<file path="config.mk">
export PLATFORM = sky130hd
export DESIGN_NAME = irq_pin_gen
export DESIGN_NICKNAME = d
export VERILOG_FILES = /design/src/rtl/irq_pin_pkg.sv /design/src/rtl/irq_sticky_bank.sv /design/src/rtl/irq_sof_flag.sv /design/src/rtl/irq_mode_regs.sv /design/src/rtl/irq_pin_drive.sv /design/src/rtl/irq_pin_gen.sv
export SDC_FILE = /design/constraint.sdc
export NUM_CORES = 1
export LEC_CHECK = 0
export BUFFER_PORTS_ARGS = -buffer_cell sky130_fd_sc_hd__buf_2
export CAP_MARGIN = 20
export CORE_MARGIN = 8
export CORE_UTILIZATION = 32
export DETAILED_ROUTE_END_ITERATION = 6
export PLACE_DENSITY_LB_ADDON = 0.3
export SLEW_MARGIN = 20
export SYNTH_ARGS = -nofsm -noshare
export SYNTH_HDL_FRONTEND = slang
export SYNTH_SLANG_ARGS = --single-unit
</file>
<file path="constraint.sdc">
create_clock -name clk -period 1 [get_ports clk]
set_clock_uncertainty 0.1 [all_clocks]
set_input_delay 0.25 -clock clk [delete_from_list [all_inputs] [get_ports clk]]
set_output_delay 0.25 -clock clk [all_outputs]
set_load 0.02 [all_outputs]
</file>
<file path="src/rtl/irq_pin_pkg.sv">
package irq_pin_pkg;

   typedef enum logic [1:0] {
      IRQ_MODE_STAT = 2'd0,
      IRQ_MODE_BOTH = 2'd1,
      IRQ_MODE_SOF  = 2'd2
   } irq_mode_e;

   // frame-only bit has priority over the pin-mode bit
   function automatic irq_mode_e irq_decode_mode(input logic frame_only,
                                                 input logic pin_mode);
      irq_mode_e m;
      if (frame_only)    m = IRQ_MODE_SOF;
      else if (pin_mode) m = IRQ_MODE_BOTH;
      else               m = IRQ_MODE_STAT;
      return m;
   endfunction

   function automatic logic irq_select_req(input irq_mode_e mode,
                                           input logic      stat_hit,
                                           input logic      frame_hit);
      logic r;
      case (mode)
         IRQ_MODE_STAT: r = stat_hit;
         IRQ_MODE_BOTH: r = stat_hit | frame_hit;
         IRQ_MODE_SOF:  r = frame_hit;
         default:       r = 1'b0;
      endcase
      return r;
   endfunction

endpackage

</file>
<file path="src/rtl/irq_sticky_bank.sv">
module irq_sticky_bank #(
   parameter int unsigned NUM_SRC  = 8,
   parameter bit          SET_WINS = 1'b1
) (
   input  logic               clk,
   input  logic               rst_n,
   input  logic [NUM_SRC-1:0] evt_i,
   input  logic               clr_we_i,
   input  logic [NUM_SRC-1:0] clr_bits_i,
   output logic [NUM_SRC-1:0] pend_o
);

   generate
      if (NUM_SRC < 1) begin : g_bad_width
         $error("irq_sticky_bank: NUM_SRC must be at least 1");
      end
   endgenerate

   logic [NUM_SRC-1:0] kill;
   assign kill = clr_we_i ? clr_bits_i : '0;

   for (genvar g = 0; g < NUM_SRC; g++) begin : g_bit
      logic pend_q;
      logic pend_d;

      if (SET_WINS) begin : g_set_first
         assign pend_d = (pend_q & ~kill[g]) | evt_i[g];
      end else begin : g_clr_first
         assign pend_d = (pend_q | evt_i[g]) & ~kill[g];
      end

      always_ff @(posedge clk or negedge rst_n) begin
         if (!rst_n) pend_q <= 1'b0;
         else        pend_q <= pend_d;
      end

      assign pend_o[g] = pend_q;


      evt_sets_chk: assert property (@(posedge clk) disable iff (!rst_n)
         (evt_i[g] && !kill[g]) |=> pend_o[g]);


      bit_holds_chk: assert property (@(posedge clk) disable iff (!rst_n)
         (!evt_i[g] && !kill[g]) |=> $stable(pend_o[g]));


      w1c_clears_chk: assert property (@(posedge clk) disable iff (!rst_n)
         (kill[g] && !evt_i[g]) |=> !pend_o[g]);

      if (SET_WINS) begin : g_set_first_chk

         evt_beats_clr_chk: assert property (@(posedge clk) disable iff (!rst_n)
            (kill[g] && evt_i[g]) |=> pend_o[g]);
      end
   end

endmodule

</file>
<file path="src/rtl/irq_sof_flag.sv">
module irq_sof_flag #(
   parameter bit SET_WINS = 1'b1
) (
   input  logic clk,
   input  logic rst_n,
   input  logic sof_i,
   input  logic rd_i,
   output logic flag_o
);

   logic flag_q;
   logic flag_d;

   generate
      if (SET_WINS) begin : g_set_first
         assign flag_d = (flag_q & ~rd_i) | sof_i;
      end else begin : g_clr_first
         assign flag_d = (flag_q | sof_i) & ~rd_i;
      end
   endgenerate

   always_ff @(posedge clk or negedge rst_n) begin
      if (!rst_n) flag_q <= 1'b0;
      else        flag_q <= flag_d;
   end

   assign flag_o = flag_q;


   sof_sets_chk: assert property (@(posedge clk) disable iff (!rst_n)
      (sof_i && !rd_i) |=> flag_o);


   rd_clears_chk: assert property (@(posedge clk) disable iff (!rst_n)
      (rd_i && !sof_i) |=> !flag_o);


   flag_holds_chk: assert property (@(posedge clk) disable iff (!rst_n)
      (!rd_i && !sof_i) |=> $stable(flag_o));

endmodule

</file>
<file path="src/rtl/irq_mode_regs.sv">
module irq_mode_regs
   import irq_pin_pkg::*;
(
   input  logic      clk,
   input  logic      rst_n,
   input  logic      cdiv_we_i,
   input  logic      icfg_we_i,
   input  logic      frame_only_wbit_i,
   input  logic      pin_mode_wbit_i,
   output irq_mode_e mode_o
);

   logic frame_only_q;
   logic pin_mode_q;

   always_ff @(posedge clk or negedge rst_n) begin
      if (!rst_n) begin
         frame_only_q <= 1'b0;
         pin_mode_q   <= 1'b0;
      end else begin
         if (cdiv_we_i) frame_only_q <= frame_only_wbit_i;
         if (icfg_we_i) pin_mode_q   <= pin_mode_wbit_i;
      end
   end

   assign mode_o = irq_decode_mode(frame_only_q, pin_mode_q);


   cdiv_load_chk: assert property (@(posedge clk) disable iff (!rst_n)
      (cdiv_we_i && frame_only_wbit_i) |=> (mode_o == IRQ_MODE_SOF));


   mode_stable_chk: assert property (@(posedge clk) disable iff (!rst_n)
      (!cdiv_we_i && !icfg_we_i) |=> $stable(mode_o));

endmodule

</file>
<file path="src/rtl/irq_pin_drive.sv">
module irq_pin_drive
   import irq_pin_pkg::*;
#(
   parameter int unsigned NUM_SRC = 8
) (
   input  logic               clk,
   input  logic               rst_n,
   input  logic [NUM_SRC-1:0] pend_i,
   input  logic [NUM_SRC-1:0] mask_i,
   input  logic               frame_pend_i,
   input  irq_mode_e          mode_i,
   output logic               irq_n_o
);

   logic stat_hit;
   logic req;
   logic irq_n_q;

   assign stat_hit = |(pend_i & mask_i);
   assign req      = irq_select_req(mode_i, stat_hit, frame_pend_i);

   always_ff @(posedge clk or negedge rst_n) begin
      if (!rst_n) irq_n_q <= 1'b1;
      else        irq_n_q <= ~req;
   end

   assign irq_n_o = irq_n_q;


   stat_mode_on_chk: assert property (@(posedge clk) disable iff (!rst_n)
      (mode_i == IRQ_MODE_STAT && (|(pend_i & mask_i))) |=> !irq_n_o);


   stat_mode_off_chk: assert property (@(posedge clk) disable iff (!rst_n)
      (mode_i == IRQ_MODE_STAT && !(|(pend_i & mask_i))) |=> irq_n_o);


   both_mode_frame_chk: assert property (@(posedge clk) disable iff (!rst_n)
      (mode_i == IRQ_MODE_BOTH && frame_pend_i) |=> !irq_n_o);


   sof_mode_on_chk: assert property (@(posedge clk) disable iff (!rst_n)
      (mode_i == IRQ_MODE_SOF && frame_pend_i) |=> !irq_n_o);


   sof_mode_off_chk: assert property (@(posedge clk) disable iff (!rst_n)
      (mode_i == IRQ_MODE_SOF && !frame_pend_i) |=> irq_n_o);

endmodule

</file>
<file path="src/rtl/irq_pin_gen.sv">
module irq_pin_gen
   import irq_pin_pkg::*;
#(
   parameter int unsigned NUM_SRC        = 8,
   parameter int unsigned REG_W          = 8,
   parameter int unsigned FRAME_ONLY_POS = 7,
   parameter int unsigned PIN_MODE_POS   = 5,
   parameter bit          SET_WINS       = 1'b1
) (
   input  logic               clk,
   input  logic               rst_n,
   input  logic [NUM_SRC-1:0] evt_i,
   input  logic               sof_i,
   input  logic [NUM_SRC-1:0] mask_i,
   input  logic               clr_we_i,
   input  logic [NUM_SRC-1:0] clr_bits_i,
   input  logic               stat_rd_i,
   input  logic               cdiv_we_i,
   input  logic               icfg_we_i,
   input  logic [REG_W-1:0]   wdata_i,
   output logic [NUM_SRC-1:0] stat_o,
   output logic               irq_n_o
);

   generate
      if (FRAME_ONLY_POS >= REG_W) begin : g_bad_fo
         $error("irq_pin_gen: FRAME_ONLY_POS outside register");
      end
      if (PIN_MODE_POS >= REG_W) begin : g_bad_pm
         $error("irq_pin_gen: PIN_MODE_POS outside register");
      end
   endgenerate

   logic [NUM_SRC-1:0] pend;
   logic               frame_pend;
   irq_mode_e          mode;
   logic               unused_wdata;

   assign unused_wdata = ^wdata_i;

   irq_sticky_bank #(
      .NUM_SRC  (NUM_SRC),
      .SET_WINS (SET_WINS)
   ) i_bank (
      .clk        (clk),
      .rst_n      (rst_n),
      .evt_i      (evt_i),
      .clr_we_i   (clr_we_i),
      .clr_bits_i (clr_bits_i),
      .pend_o     (pend)
   );

   irq_sof_flag #(
      .SET_WINS (SET_WINS)
   ) i_frame (
      .clk    (clk),
      .rst_n  (rst_n),
      .sof_i  (sof_i),
      .rd_i   (stat_rd_i),
      .flag_o (frame_pend)
   );

   irq_mode_regs i_mode (
      .clk               (clk),
      .rst_n             (rst_n),
      .cdiv_we_i         (cdiv_we_i),
      .icfg_we_i         (icfg_we_i),
      .frame_only_wbit_i (wdata_i[FRAME_ONLY_POS]),
      .pin_mode_wbit_i   (wdata_i[PIN_MODE_POS]),
      .mode_o            (mode)
   );

   irq_pin_drive #(
      .NUM_SRC (NUM_SRC)
   ) i_pin (
      .clk          (clk),
      .rst_n        (rst_n),
      .pend_i       (pend),
      .mask_i       (mask_i),
      .frame_pend_i (frame_pend),
      .mode_i       (mode),
      .irq_n_o      (irq_n_o)
   );

   assign stat_o = pend;


   mask_hides_chk: assert property (@(posedge clk) disable iff (!rst_n)
      (mode == IRQ_MODE_STAT && mask_i == '0) |=> irq_n_o);

endmodule

</file>
==> After elaboration in Yosys (flattened, before gate mapping) <==
Index checks and enable logic that the tools add are counted.
{ "totals": {"output_inout_bits": 9, "wordCells": 50, "regBits": 12, "input_bits": 39} }
{ "classes": {"mux": 4, "bitwise": 30, "reduce_logical": 2, "n_eq_ne": 2} }
{ "ops": {"columns": ["cell", "count"], "rows": [
  ["NOT 1 bit", 10],
  ["bitwise OR 1 bit", 10],
  ["AND 1 bit", 9],
  ["AND 8 bit", 1],
  ["two-way mux 8 bit", 1],
  ["OR reduction 8 bit", 1],
  ["case mux 1 bit (3 select lines)", 1],
  ["== test 2 x 1 -> 1 bit (second input constant)", 1],
  ["== test 2 bit (second input constant)", 1],
  ["logical NOT 2 bit", 1],
  ["two-way mux 2 bit", 1],
  ["two-way mux 1 bit", 1]
]} }

==> Depth between registers and ports, before layout <==
{ "depth": {"word_depth": 5, "depth_mapped": 3, "depth_no_buf": 3} }

==> Cells and area by module <==
A second synthesis with hierarchy kept.
{ "hier_totals": {"hier_cells": 50, "area_unflattened_um2": 576.8} }
{ "by_module_without_submodules": {"columns": ["module", "cells_each", "area_per_inst_um2", "seq_area_each_um2", "n_inst"], "rows": [
  ["irq_sticky_bank", 33, 357.8, 200.2, 1],
  ["irq_mode_regs", 6, 93.8, 50.0, 1],
  ["irq_pin_drive", 8, 88.8, 26.3, 1],
  ["irq_sof_flag", 3, 36.3, 25.0, 1]
]} }

==> Least setup slack after synthesis <==
OpenSTA, ideal clock, no wires.
{ "synth_timing": {"path_kind": "reg-to-reg", "from": "reg i_bank.g_bit[1].pend_q", "to": "reg i_pin.irq_n_q, in the netlist i_pin.irq_n_o", "arrival_time_ns": 0.749, "period_less_slack_ns": 0.917, "setup_ns": 0.068, "t_required_ns": 0.832, "setup_slack_ns": 0.083, "path_stages_with_launch": 4, "path_buffers": 0, "path_cell_list": "dfrtp_1 a22oi_1 a41oi_1 nor2_1"} }
{ "synth_via": {"elab_chain_cells": 5} }
{ "synth_lines": {"columns": ["item", "line", "text"], "rows": [
  ["from (decl)", "irq_sticky_bank.sv:23", "logic pend_q;"],
  ["from (signal assigned)", "irq_sticky_bank.sv:34", "else pend_q <= pend_d;"],
  ["AND 8 bit (*)", "irq_pin_drive.sv:19", "assign stat_hit = |(pend_i & mask_i);"],
  ["OR reduction 8 bit (*)", "irq_pin_drive.sv:19", null],
  ["bitwise OR 1 bit", "irq_pin_pkg.sv:25", "IRQ_MODE_BOTH: r = stat_hit | frame_hit;"],
  ["case mux 1 bit (3 select lines) (*)", "irq_pin_pkg.sv:23", "case (mode)"],
  ["NOT 1 bit (*)", "irq_pin_drive.sv:24", "else irq_n_q <= ~req;"],
  ["to (signal assigned)", "irq_pin_drive.sv:24", null],
  ["to (decl)", "irq_pin_drive.sv:17", "logic irq_n_q;"]
]} }
Mark *: on every way between the ends. The rest lies on a longest branch, timed or not.
A chain may end at the register's enable or synchronous reset.

==> Worst setup path after layout <==
{ "layout_timing": {"from": "reg i_pin.irq_n_q, in the netlist i_pin.irq_n_o", "to": "out irq_n_o"} }
{ "layout_rtl": {"columns": ["item", "line", "text"], "rows": [
  ["to (decl)", "irq_pin_gen.sv:22", "output logic irq_n_o"]
]} }
No word-level cell between the ends.

==> flow_summary.yaml <==
power_and_ir_drop:
  seq_power_share_pct: 45.1
  power.static_leakage_nw: 0.452
  power.switching_mw: 0.309
  worst_ir_drop_vdd_mv: 0.968
  combPwrFrac_pct: 22.7
  power_mw: 1.22
  p_int_mw: 0.909
  share_clk_of_total_power_pct: 32.2
  power_density_nw_per_um2: 1380
  power.share.switching_pct: 25.4
critical_path:
  cp_top_family: "flip-flops"
  timing.critical_path.arrival_ns: 0.92
  cp_cell_sequence: "buf_6"
  timing.setup.critical_path_class: "flip-flop to output pin"
  total_buffers_and_inverters_traversed_by_the_critical_path: 1
  end_kind: "output pin"
  critical-path-slowest-cell: "sky130_fd_sc_hd__dfstp_2"
  worst_setup_path_start_kind: "flip-flop"
  critical_path.max_fanout: 1
  longest_individual_stage_delay_on_the_worst_path_ns: 0.53
  critical_path_required_ns: 0.65
global_route:
  gr-usage-met2_pct: 16.1
  gr_met1_demand_resource_pct: 8.54
  vias_in_the_first_global_route: 562
  grt.total_usage_pct: 9.29
  grt_antenna_before_repair: 0
  grt_first_pass_wirelength_um: 2440
  pin_count_of_the_biggest_net_entering_global_routing: 13
  gr-usage-met3_pct: 5.52
  gr-total-overflow: 0
  global_route.peak_usage_layer: "met2"
routing:
  avgViaCountPerCell: 4.60
  dr_total_vias: 506
  drt_drc_violations_left: 0
  count_of_tritonroute_iterations_in_the_first_routing_pass: 4
  drt-total-wl_um: 1530
  avgRoutedWirePerCell_um: 13.9
  postRouteAntennaNets: 0
  detailedRoute.firstIterationViolations: 7
synth:
  synth_top_cells_by_count: "sky130_fd_sc_hd__dfrtp_1, sky130_fd_sc_hd__buf_4, sky130_fd_sc_hd__a21o_1, sky130_fd_sc_hd__nand2_1"
  synth_sequential_area_ratio_pct: 54.4
  synthesis.area_um2: 554
  yosysTopAreaCellShare_pct: 49.7
  yosysMostFrequentCell: "sky130_fd_sc_hd__dfrtp_1"
  synthesis.yosys.warnings: 0
  synth_cell_types: 13
  netlist_instances: 48
  synth_largest_area_cell: "sky130_fd_sc_hd__dfrtp_1"
  dominantRegCellSynth: "sky130_fd_sc_hd__dfrtp_1"
  ranking_of_synthesized_cells_by_area: "sky130_fd_sc_hd__dfrtp_1, sky130_fd_sc_hd__buf_4, sky130_fd_sc_hd__a21o_1, sky130_fd_sc_hd__nand2_1, sky130_fd_sc_hd__dfstp_2"
  synth_seq_cells: 12
  asyncSetResetFlopFracSynth_pct: 100
  number_of_enable_flip_flop_cells_after_synthesis: 0
  synth.avg_cell_area_um2: 11.5
  synth_fp_nets: 87
timing:
  post-route-min-period_ns: 1.27
  timing_hold_violations_final: 0
  achievable-frequency_mhz: 790
  final_max_slew_viol_count: 0
  sum_of_negative_setup_slack_ns: -1.59
  setup_violations: 10
  final.setup.worst_slack_ns: -0.266
  rsz0062_at_grt: "yes"
  worstMarginPinSlew_ns: 0.277
  min_period_over_period_pct: 127
  hold-worst-slack_ns: 0.0424
  relSlewSlack_pct: 81.6
placed_design:
  number_of_input_and_output_port_buffers_inserted: 41
  placer_s_final_routability_congestion_estimate: 0.669
  dp.cells: 97
finish:
  utilization_pct: 53.0
  fin_nets: 133
  antennaDiodeCount: 0
  non_filler_cells_in_the_finished_layout: 110
  post_route_cells_drive_above_1_share_pct: 65.6
  flow.area_growth_from_synthesis_pct: 59.8
hold_path:
  worst_hold_path_type: "input pin to flip-flop"
cts:
  clock_insertion_delay_worst_skew_ns: 0.27
  clk_root_buffer_cell: "sky130_fd_sc_hd__clkbuf_4"
  clock_sinks: 12
  ctsHtreeMaxLevel: 1
  clock_tree_from_tritoncts: "done"
  cts_inserted_buffers: 3
  clockBufferDepth: 2
  cts.reportedPaths.clkPinSlew_ns: 0.09
floorplanning:
  dieHeight_um: 57.6
  floorplan.initialDensity_pct: 33.2
  floorplan.die.width_um: 57.6
  io-pin-count: 48
  rows: 15
  design.core.area_um2: 1670
  die_area_um2: 3320
outcome:
  failed_checks: "setup timing"
  status: "finished with violations"
flow_run:
  cap_viol_max_count: 0
## layout by cell type, fill, tap and decap left out
cell                            synthesis  layout
sky130_fd_sc_hd__a21o_2                 1       1
sky130_fd_sc_hd__mux2_2                 2       2
sky130_fd_sc_hd__buf_6                  0       9
sky130_fd_sc_hd__dfstp_2                1       1
sky130_fd_sc_hd__a22oi_2                2       4
sky130_fd_sc_hd__nor2_1                 1       1
sky130_fd_sc_hd__buf_2                  0      32
sky130_fd_sc_hd__a21o_1                 8       8
sky130_fd_sc_hd__clkbuf_4               0       3
sky130_fd_sc_hd__clkbuf_8               0       1
sky130_fd_sc_hd__nand2_1                8       8
sky130_fd_sc_hd__dfrtp_1               11      11
sky130_fd_sc_hd__a41oi_1                1       1
sky130_fd_sc_hd__buf_4                  9       8
sky130_fd_sc_hd__inv_1                  1       1
sky130_fd_sc_hd__o21a_1                 1       1
sky130_fd_sc_hd__dlygate4sd3_1          0       1
## worst paths after layout
check / cells after the start / startpoint / end / slack [ns]
hold / removal: 2 / sof_i / i_frame.flag_o$_DFF_PN0_ / 0.04
max in group asynchronous: 2 / rst_n / i_pin.irq_n_o$_DFF_PN1_ / 0.25
setup / recovery: 1 / i_pin.irq_n_o$_DFF_PN1_ / irq_n_o / -0.27
min in group asynchronous: 2 / rst_n / i_bank.g_bit[1].pend_q$_DFF_PN0_ / 0.28
hold reg to reg: 1 / i_frame.flag_o$_DFF_PN0_ / i_frame.flag_o$_DFF_PN0_ / 0.38
setup reg to reg: 4 / i_bank.g_bit[1].pend_q$_DFF_PN0_ / i_pin.irq_n_o$_DFF_PN1_ / -0.09
## state kept, by name, summed over array words and instances (netlist names)
name / cells
i_mode.pin_mode_q: 1
i_frame.flag_o: 1
i_mode.frame_only_q: 1
i_pin.irq_n_o: 1
i_bank.g_bit.pend_q: 8
## repair_timing
action	in CTS	in global routing
endpoints found under the hold margin	11	0
cloned	0	0
hold buffers	1	0
setup buffers	8	0
setup endpoints to repair	10	10
pin swaps	1	0
gates resized for setup	20	0
## cell type report
class	instances	area, um^2
Clock buffer	4	36.3
Fill cell	155	785
Inverter	1	3.75
Multi-Input combinational cell	26	191
Sequential cell	12	302
Tap cell	17	21.3
Timing Repair Buffer	50	332
## logic make-up (layout without fill, tap and decap cells)
family | after synthesis | after routing | synth area share (%)
AO/OA/AOI/OAI | 15 | 15 | 22.6
flip-flops | 12 | 12 | 54.4
buffers and inverters | 10 | 55 | 12.9
AND/OR/NAND/NOR | 9 | 9 | 6.09
multiplexers | 2 | 2 | 4.06
## metal layers
layer  vias up  part of all wire [%]
met5         -                     0
met4         0                  0.52
met3         2                    14
met2        28                    47
met1       228                    38
li1        248                     -
## stage by stage
stage	cell area [um^2]	setup slack (ns)
global route	886	-0.280
floorplan	554	0.0831
detailed placement	713	-0.00587
CTS	886	-0.275
global placement	713	0.00573
finish	886	-0.266
## power groups by stage
stage / clock, mW / sequential (mW) / combinational [mW]
finish: 0.393 / 0.549 / 0.277
floorplan: 0 / 0.562 / 0.121
CTS: 0.405 / 0.549 / 0.279
detailed placement: 0 / 0.559 / 0.201
global placement: 0 / 0.558 / 0.198
global route: 0.417 / 0.553 / 0.300
No activity file was read; power rests on OpenSTA's default activity.
